[src/rtl/lbt_pkg.sv]
package lbt_pkg;

  typedef enum logic {
    ST_IDLE = 1'b0,
    ST_BEAT = 1'b1
  } lbt_state_e;

  typedef struct packed {
    logic wr;
    logic io;
  } lbt_attr_t;

endpackage

[src/rtl/lbt_rst_sync.sv]
module lbt_rst_sync #(
  parameter int STAGES = 2
) (
  input  logic clk,
  input  logic rst_n,
  output logic rst_n_sync
);

  logic [STAGES-1:0] chain_q;

  always_ff @(posedge clk or negedge rst_n) begin
    if (!rst_n) begin
      chain_q <= '0;
    end else begin
      chain_q <= {chain_q[STAGES-2:0], 1'b1};
    end
  end

  assign rst_n_sync = chain_q[STAGES-1];

endmodule

[src/rtl/lbt_win_decode.sv]
module lbt_win_decode #(
  parameter int          AW        = 16,
  parameter int unsigned WIN_BASE  = 0,
  parameter int unsigned WIN_BYTES = 36864,
  parameter int          BYTE_SH   = 2,
  parameter int          IDX_W     = 14
) (
  input  logic [AW-1:0]    addr_i,
  output logic             hit_o,
  output logic [IDX_W-1:0] idx_o
);

  localparam logic [AW:0]   WIN_END = (AW+1)'(WIN_BASE + WIN_BYTES);
  localparam logic [AW-1:0] BASE_A  = AW'(WIN_BASE);

  logic [AW-1:0] offset;

  generate
    if (WIN_BASE == 0) begin : g_zero_base
      assign hit_o = {1'b0, addr_i} < WIN_END;
    end else begin : g_offset_base
      assign hit_o = (addr_i >= BASE_A) && ({1'b0, addr_i} < WIN_END);
    end
  endgenerate

  assign offset = addr_i - BASE_A;
  assign idx_o  = offset[BYTE_SH +: IDX_W];

endmodule

[src/rtl/lbt_beat_ctrl.sv]
module lbt_beat_ctrl
  import lbt_pkg::*;
#(
  parameter int IDX_W = 14,
  parameter int WORDS = 9216
) (
  input  logic             clk,
  input  logic             rst_n,
  input  logic             ads_i,
  input  logic             blast_i,
  input  logic             wr_i,
  input  logic             io_i,
  input  logic             hit_i,
  input  logic [IDX_W-1:0] start_idx_i,
  input  logic             fifo_empty_i,
  output logic             active_o,
  output logic             wr_q_o,
  output logic             io_q_o,
  output logic             underrun_o,
  output logic             bterm_o
);

  localparam logic [IDX_W-1:0] LAST_IDX = IDX_W'(WORDS - 1);

  lbt_state_e       st_q, st_d;
  lbt_attr_t        attr_q, attr_d;
  logic [IDX_W-1:0] idx_q, idx_d;
  logic             load_en, adv_en, end_beat, at_last;

  always_comb begin
    active_o   = (st_q == ST_BEAT);
    underrun_o = active_o & ~attr_q.wr & fifo_empty_i;
    at_last    = (idx_q == LAST_IDX);
    end_beat   = active_o & (blast_i | attr_q.io | underrun_o | at_last);
    bterm_o    = active_o & (underrun_o | (~blast_i & (attr_q.io | at_last)));
    load_en    = ~active_o & ads_i & hit_i;
    adv_en     = active_o & ~end_beat;
    st_d       = st_q;
    attr_d     = attr_q;
    idx_d      = idx_q;
    if (load_en) begin
      st_d      = ST_BEAT;
      attr_d.wr = wr_i;
      attr_d.io = io_i;
      idx_d     = start_idx_i;
    end else if (end_beat) begin
      st_d = ST_IDLE;
    end else if (adv_en) begin
      idx_d = idx_q + 1'b1;
    end
  end

  always_ff @(posedge clk or negedge rst_n) begin
    if (!rst_n) begin
      st_q   <= ST_IDLE;
      attr_q <= '0;
      idx_q  <= '0;
    end else begin
      st_q <= st_d;
      if (load_en) begin
        attr_q <= attr_d;
      end
      if (load_en | adv_en) begin
        idx_q <= idx_d;
      end
    end
  end

  assign wr_q_o = attr_q.wr;
  assign io_q_o = attr_q.io;

  AST_BLAST_ENDS: assert property (@(posedge clk) disable iff (!rst_n)
    (active_o && blast_i) |=> !active_o || $past(load_en));
  AST_IO_ONE_BEAT: assert property (@(posedge clk) disable iff (!rst_n)
    (active_o && attr_q.io) |=> !active_o);
  AST_UNDERRUN_TERM: assert property (@(posedge clk) disable iff (!rst_n)
    underrun_o |-> bterm_o);
  AST_LAST_WORD_ENDS: assert property (@(posedge clk) disable iff (!rst_n)
    (active_o && at_last) |=> !active_o);

endmodule

[src/rtl/lbt_read_path.sv]
module lbt_read_path #(
  parameter int DW = 32
) (
  input  logic          active_i,
  input  logic          wr_q_i,
  input  logic          fifo_empty_i,
  input  logic [DW-1:0] fifo_rdata_i,
  output logic          ready_o,
  output logic          pop_o,
  output logic [DW-1:0] rdata_o
);

  always_comb begin
    ready_o = active_i;
    pop_o   = active_i & ~wr_q_i & ~fifo_empty_i;
    rdata_o = pop_o ? fifo_rdata_i : '0;
  end

endmodule

[src/rtl/lbus_fifo_target.sv]
module lbus_fifo_target #(
  parameter int          AW        = 16,
  parameter int          DW        = 32,
  parameter int unsigned WIN_BASE  = 0,
  parameter int unsigned WIN_BYTES = 36864
) (
  input  logic          clk,
  input  logic          rst_n,
  input  logic          lb_ads,
  input  logic          lb_blast,
  input  logic          lb_wr,
  input  logic          lb_io,
  input  logic [AW-1:0] lb_addr,
  input  logic          fifo_empty,
  input  logic [DW-1:0] fifo_rdata,
  output logic [DW-1:0] lb_rdata,
  output logic          lb_ready,
  output logic          lb_bterm,
  output logic          lb_underrun,
  output logic          fifo_pop
);

  localparam int BYTE_SH = $clog2(DW / 8);
  localparam int WORDS   = int'(WIN_BYTES) >> BYTE_SH;
  localparam int IDX_W   = $clog2(WORDS);

  logic             rst_n_s;
  logic             hit;
  logic [IDX_W-1:0] start_idx;
  logic             active, wr_q, io_q, underrun, bterm;

  lbt_rst_sync #(.STAGES(2)) u_rst (
    .clk        (clk),
    .rst_n      (rst_n),
    .rst_n_sync (rst_n_s)
  );

  lbt_win_decode #(
    .AW(AW), .WIN_BASE(WIN_BASE), .WIN_BYTES(WIN_BYTES),
    .BYTE_SH(BYTE_SH), .IDX_W(IDX_W)
  ) u_dec (
    .addr_i (lb_addr),
    .hit_o  (hit),
    .idx_o  (start_idx)
  );

  lbt_beat_ctrl #(.IDX_W(IDX_W), .WORDS(WORDS)) u_ctrl (
    .clk          (clk),
    .rst_n        (rst_n_s),
    .ads_i        (lb_ads),
    .blast_i      (lb_blast),
    .wr_i         (lb_wr),
    .io_i         (lb_io),
    .hit_i        (hit),
    .start_idx_i  (start_idx),
    .fifo_empty_i (fifo_empty),
    .active_o     (active),
    .wr_q_o       (wr_q),
    .io_q_o       (io_q),
    .underrun_o   (underrun),
    .bterm_o      (bterm)
  );

  lbt_read_path #(.DW(DW)) u_rd (
    .active_i     (active),
    .wr_q_i       (wr_q),
    .fifo_empty_i (fifo_empty),
    .fifo_rdata_i (fifo_rdata),
    .ready_o      (lb_ready),
    .pop_o        (fifo_pop),
    .rdata_o      (lb_rdata)
  );

  assign lb_bterm    = bterm;
  assign lb_underrun = underrun;

  AST_OUTSIDE_IGNORED: assert property (@(posedge clk) disable iff (!rst_n_s)
    (!lb_ready && lb_ads && !hit) |=> !lb_ready);
  AST_WRITE_NO_POP: assert property (@(posedge clk) disable iff (!rst_n_s)
    (lb_ready && wr_q) |-> !fifo_pop && lb_rdata == '0);
  AST_POP_QUALIFIED: assert property (@(posedge clk) disable iff (!rst_n_s)
    fifo_pop |-> lb_ready && !fifo_empty && !wr_q);
  AST_UNDERRUN_NO_POP: assert property (@(posedge clk) disable iff (!rst_n_s)
    lb_underrun |-> !fifo_pop && lb_rdata == '0);
  AST_BTERM_WITH_READY: assert property (@(posedge clk) disable iff (!rst_n_s)
    lb_bterm |-> lb_ready);
  AST_IO_TERM: assert property (@(posedge clk) disable iff (!rst_n_s)
    (lb_ready && io_q && !lb_blast) |-> lb_bterm);

endmodule

[config.mk]
export PLATFORM = sky130hd
export DESIGN_NAME = lbus_fifo_target
export DESIGN_NICKNAME = d
export VERILOG_FILES = /design/src/rtl/lbt_pkg.sv /design/src/rtl/lbt_rst_sync.sv /design/src/rtl/lbt_win_decode.sv /design/src/rtl/lbt_beat_ctrl.sv /design/src/rtl/lbt_read_path.sv /design/src/rtl/lbus_fifo_target.sv
export SDC_FILE = /design/constraint.sdc
export NUM_CORES = 1
export LEC_CHECK = 0
export ABC_AREA = 1
export BUFFER_PORTS_ARGS = -buffer_cell sky130_fd_sc_hd__clkbuf_2
export CORE_MARGIN = 8
export CORE_UTILIZATION = 25
export CTS_CLUSTER_SIZE = 40
export DETAILED_ROUTE_END_ITERATION = 10
export PLACE_DENSITY = 0.6
export SYNTH_ARGS = -nofsm -noshare
export SYNTH_HDL_FRONTEND = slang
export SYNTH_SLANG_ARGS = --single-unit
[constraint.sdc]
create_clock -name clk -period 1.55 [get_ports clk]
set_input_delay 0.155 -clock clk [delete_from_list [all_inputs] [get_ports clk]]
set_output_delay 0.155 -clock clk [all_outputs]
set_load 0.005 [all_outputs]
==> impl_metrics.yaml <==
setup_path:
  critPathSlowestCell: "dfrtp_1"
  critPathMaxStageDelay_ps: 370
  start_kind: "flop"
  critPathRequiredTime_ps: 1390
  path_common_cell: "nor2_4"
  worst-setup-path-type: "flop to output port"
  worstPathArrival_ps: 1450
  cp-end-kind: "output port"
  crit_chain: "ha_2 -> nand2_2 -> nor2_4 -> nand2_4 -> nor2_4 -> nor2_1 -> a21oi_1 -> buf_2"
  cp_max_fo: 2
routing:
  detail-route-antenna-nets: 0
  drc: 0
  drt-total-wl_mm: 5.67
  vias_per_cell: 4.34
  drt_pre_antenna_iters: 4
  vias: 1934
  drt-initial-drc-count: 88
  wire_per_inst_um: 12.7
placement:
  numPortBuffers: 88
  dpl.hpwl_mm: 4.03
  placedCellCount: 425
  gp_congestion: 0.788
  dp_slack_ps: 108
sta:
  fin_setup_tns_ps: -366
  drv_slew: 0
  rsz0062_at_grt: "true"
  finalSetupViolCount: 19
  fin_ws_ps: -55.3
  fmax_ghz: 0.623
  min_period_ps: 1610
  min_period_over_period_pct: 104
  clock_skew_ps: 10.2
  hold_violations: 0
global_routing:
  antenna_found_initial: 0
  grt_pass1_vias: 1729
  grt_pass1_wl_mm: 7.98
  grt_max_degree: 28
  grt_overflow: 0
  grt_usage_pct: 10.9
logic_synthesis:
  synthCells: 260
  synth_top_cell_area_share_pct: 30.7
  avgSynthCellArea_um2: 5.95
  ys_ff_latch: 19
  yosysSeqAreaShare_pct: 30.7
  synthTopCellsByArea: "dfrtp_1 31%, nand2_1 17%, inv_1 12%"
  synth_area_leader_cell: "dfrtp_1"
  syn_area_um2: 1550
  synth_fp_nets: 316
  yosysUniqueCellTypes: 23
  ys_warn_count: 0
pwr:
  p_leak_nw: 1.54
  power.density_nw_per_um2: 892
  vdd_drop_max_uv: 761
final_layout:
  instances_no_fill: 446
  nNetsFinal: 428
  area_growth_pct: 71.2
  num_antenna_cells: 0
  layout_commonest_cell: "nand2_1"
  final_cell_mix: "67 x nand2_1, 57 x clkbuf_2, 47 x inv_1"
  drive_gt1_share_pct: 45.8
clock_tree:
  numCtsBuffers: 3
  htreeDepth: 1
  cts.sinks: 19
  clockBufferDepth: 2
  clk_pin_slew_ps: 90
  clock_latency_ps: 270
  cts_tree: "built"
  root_buffer: "clkbuf_8"
status:
  status: "finished with violations"
  violations: "negative setup slack"
floorplan:
  fp-row-count: 28
  ios: 91
  die_w_um: 94.7
  start_util_pct: 26.0
  core-area_um2: 5960
  die_area_um2: 8960
  dieHeight_um: 94.7
job:
  maxCapViolCount: 0
min_path:
  min_path_type: "input port to flop"
[final cells by class]
cell class | count | area (µm²)
sequential | 19 | 475
fill | 592 | 3310
inverter | 51 | 204
tap | 75 | 93.8
multi-input combinational | 182 | 1080
timing repair buffer | 115 | 747
clock buffer | 3 | 41.3
clock inverter | 1 | 5.00
[path summary, 6_finish.rpt]
path | cells past startpoint | slack [ps] | end | start
min in group asynchronous | 1 | 180 | u_ctrl.idx_q[5] | u_rst.chain_q[1]
max | 8 | -60 | lb_bterm | u_ctrl.idx_q[0]
max in group asynchronous | 1 | 1160 | u_ctrl.idx_q[6] | u_rst.chain_q[1]
max reg2reg | 11 | 0 | u_ctrl.idx_q[6] | u_ctrl.idx_q[0]
min | 3 | 80 | u_ctrl.wr_q_o | lb_wr
min reg2reg | 1 | 180 | u_ctrl.idx_q[5] | u_rst.chain_q[1]
[registers in the layout (all words and copies together), names as in the netlist]
| register | flops |
|---|---|
| u_ctrl.io_q_o | 1 |
| u_ctrl.wr_q_o | 1 |
| u_rst.chain_q | 2 |
| u_ctrl.idx_q | 14 |
| u_ctrl.active_o | 1 |
[synth_stat cells (all sizes together)]
master,number
inv,50
nand4,4
nand3,28
ha,1
clkinv,1
xor2,3
buf,4
nor3,1
nor2,51
a21oi,2
o21ai,11
conb,1
xnor2,1
clkbuf,5
nand3b,1
dfrtp,19
nand2,77
[through the flow]
stage	utilization, %	hold slack, ps	power, mW	area [µm²]
2_1_floorplan	-	-141	1.40	1550
3_3_place_gp	35.9	-58.0	1.71	2140
3_5_place_dp	35.9	-56.8	1.73	2140
4_1_cts	37.3	86.4	2.12	2220
5_1_grt	44.5	126	2.58	2650
6_report	44.5	79.6	2.36	2650
[report_power, final]
group	switching (mW)	internal, mW	total, mW
Sequential	0.213	0.662	0.876
Combinational	0.580	0.541	1.12
Clock	0.189	0.179	0.368
[timing repair]
action	in CTS	in global routing
hold buffers	1	0
setup endpoints to repair	28	34
setup buffers	2	10
pin swaps	3	13
resized for setup	4	108
endpoints found under the hold margin	2	0
cloned	0	4
[cell families (layout without fill, tap and decap cells)]
logic type      after synthesis  in the layout  share of synthesized area (%)
fa+ha+maj                     1              1                          0.808
compound gates               13             13                           4.20
simple gates                162            163                           45.8
xor+xnor                      4              4                           2.26
buf+inv                      60            170                           16.0
flops                        19             19                           30.7
other cells                   1              1                          0.242
[routing by layer]
metal	track usage (%)	wire, µm
met4	1.95	36
met2	19.2	2990
met3	2.86	395
met5	0	0
met1	13.1	2250
[worst max-delay path: cells and delay by family (launching register included)]
kind            cells  cell delay (ps)
compound gates      1              100
buf+inv             1              130
simple gates        5              400
flops               1              370
fa+ha+maj           1              190
No activity file was read; power rests on OpenSTA's default activity.
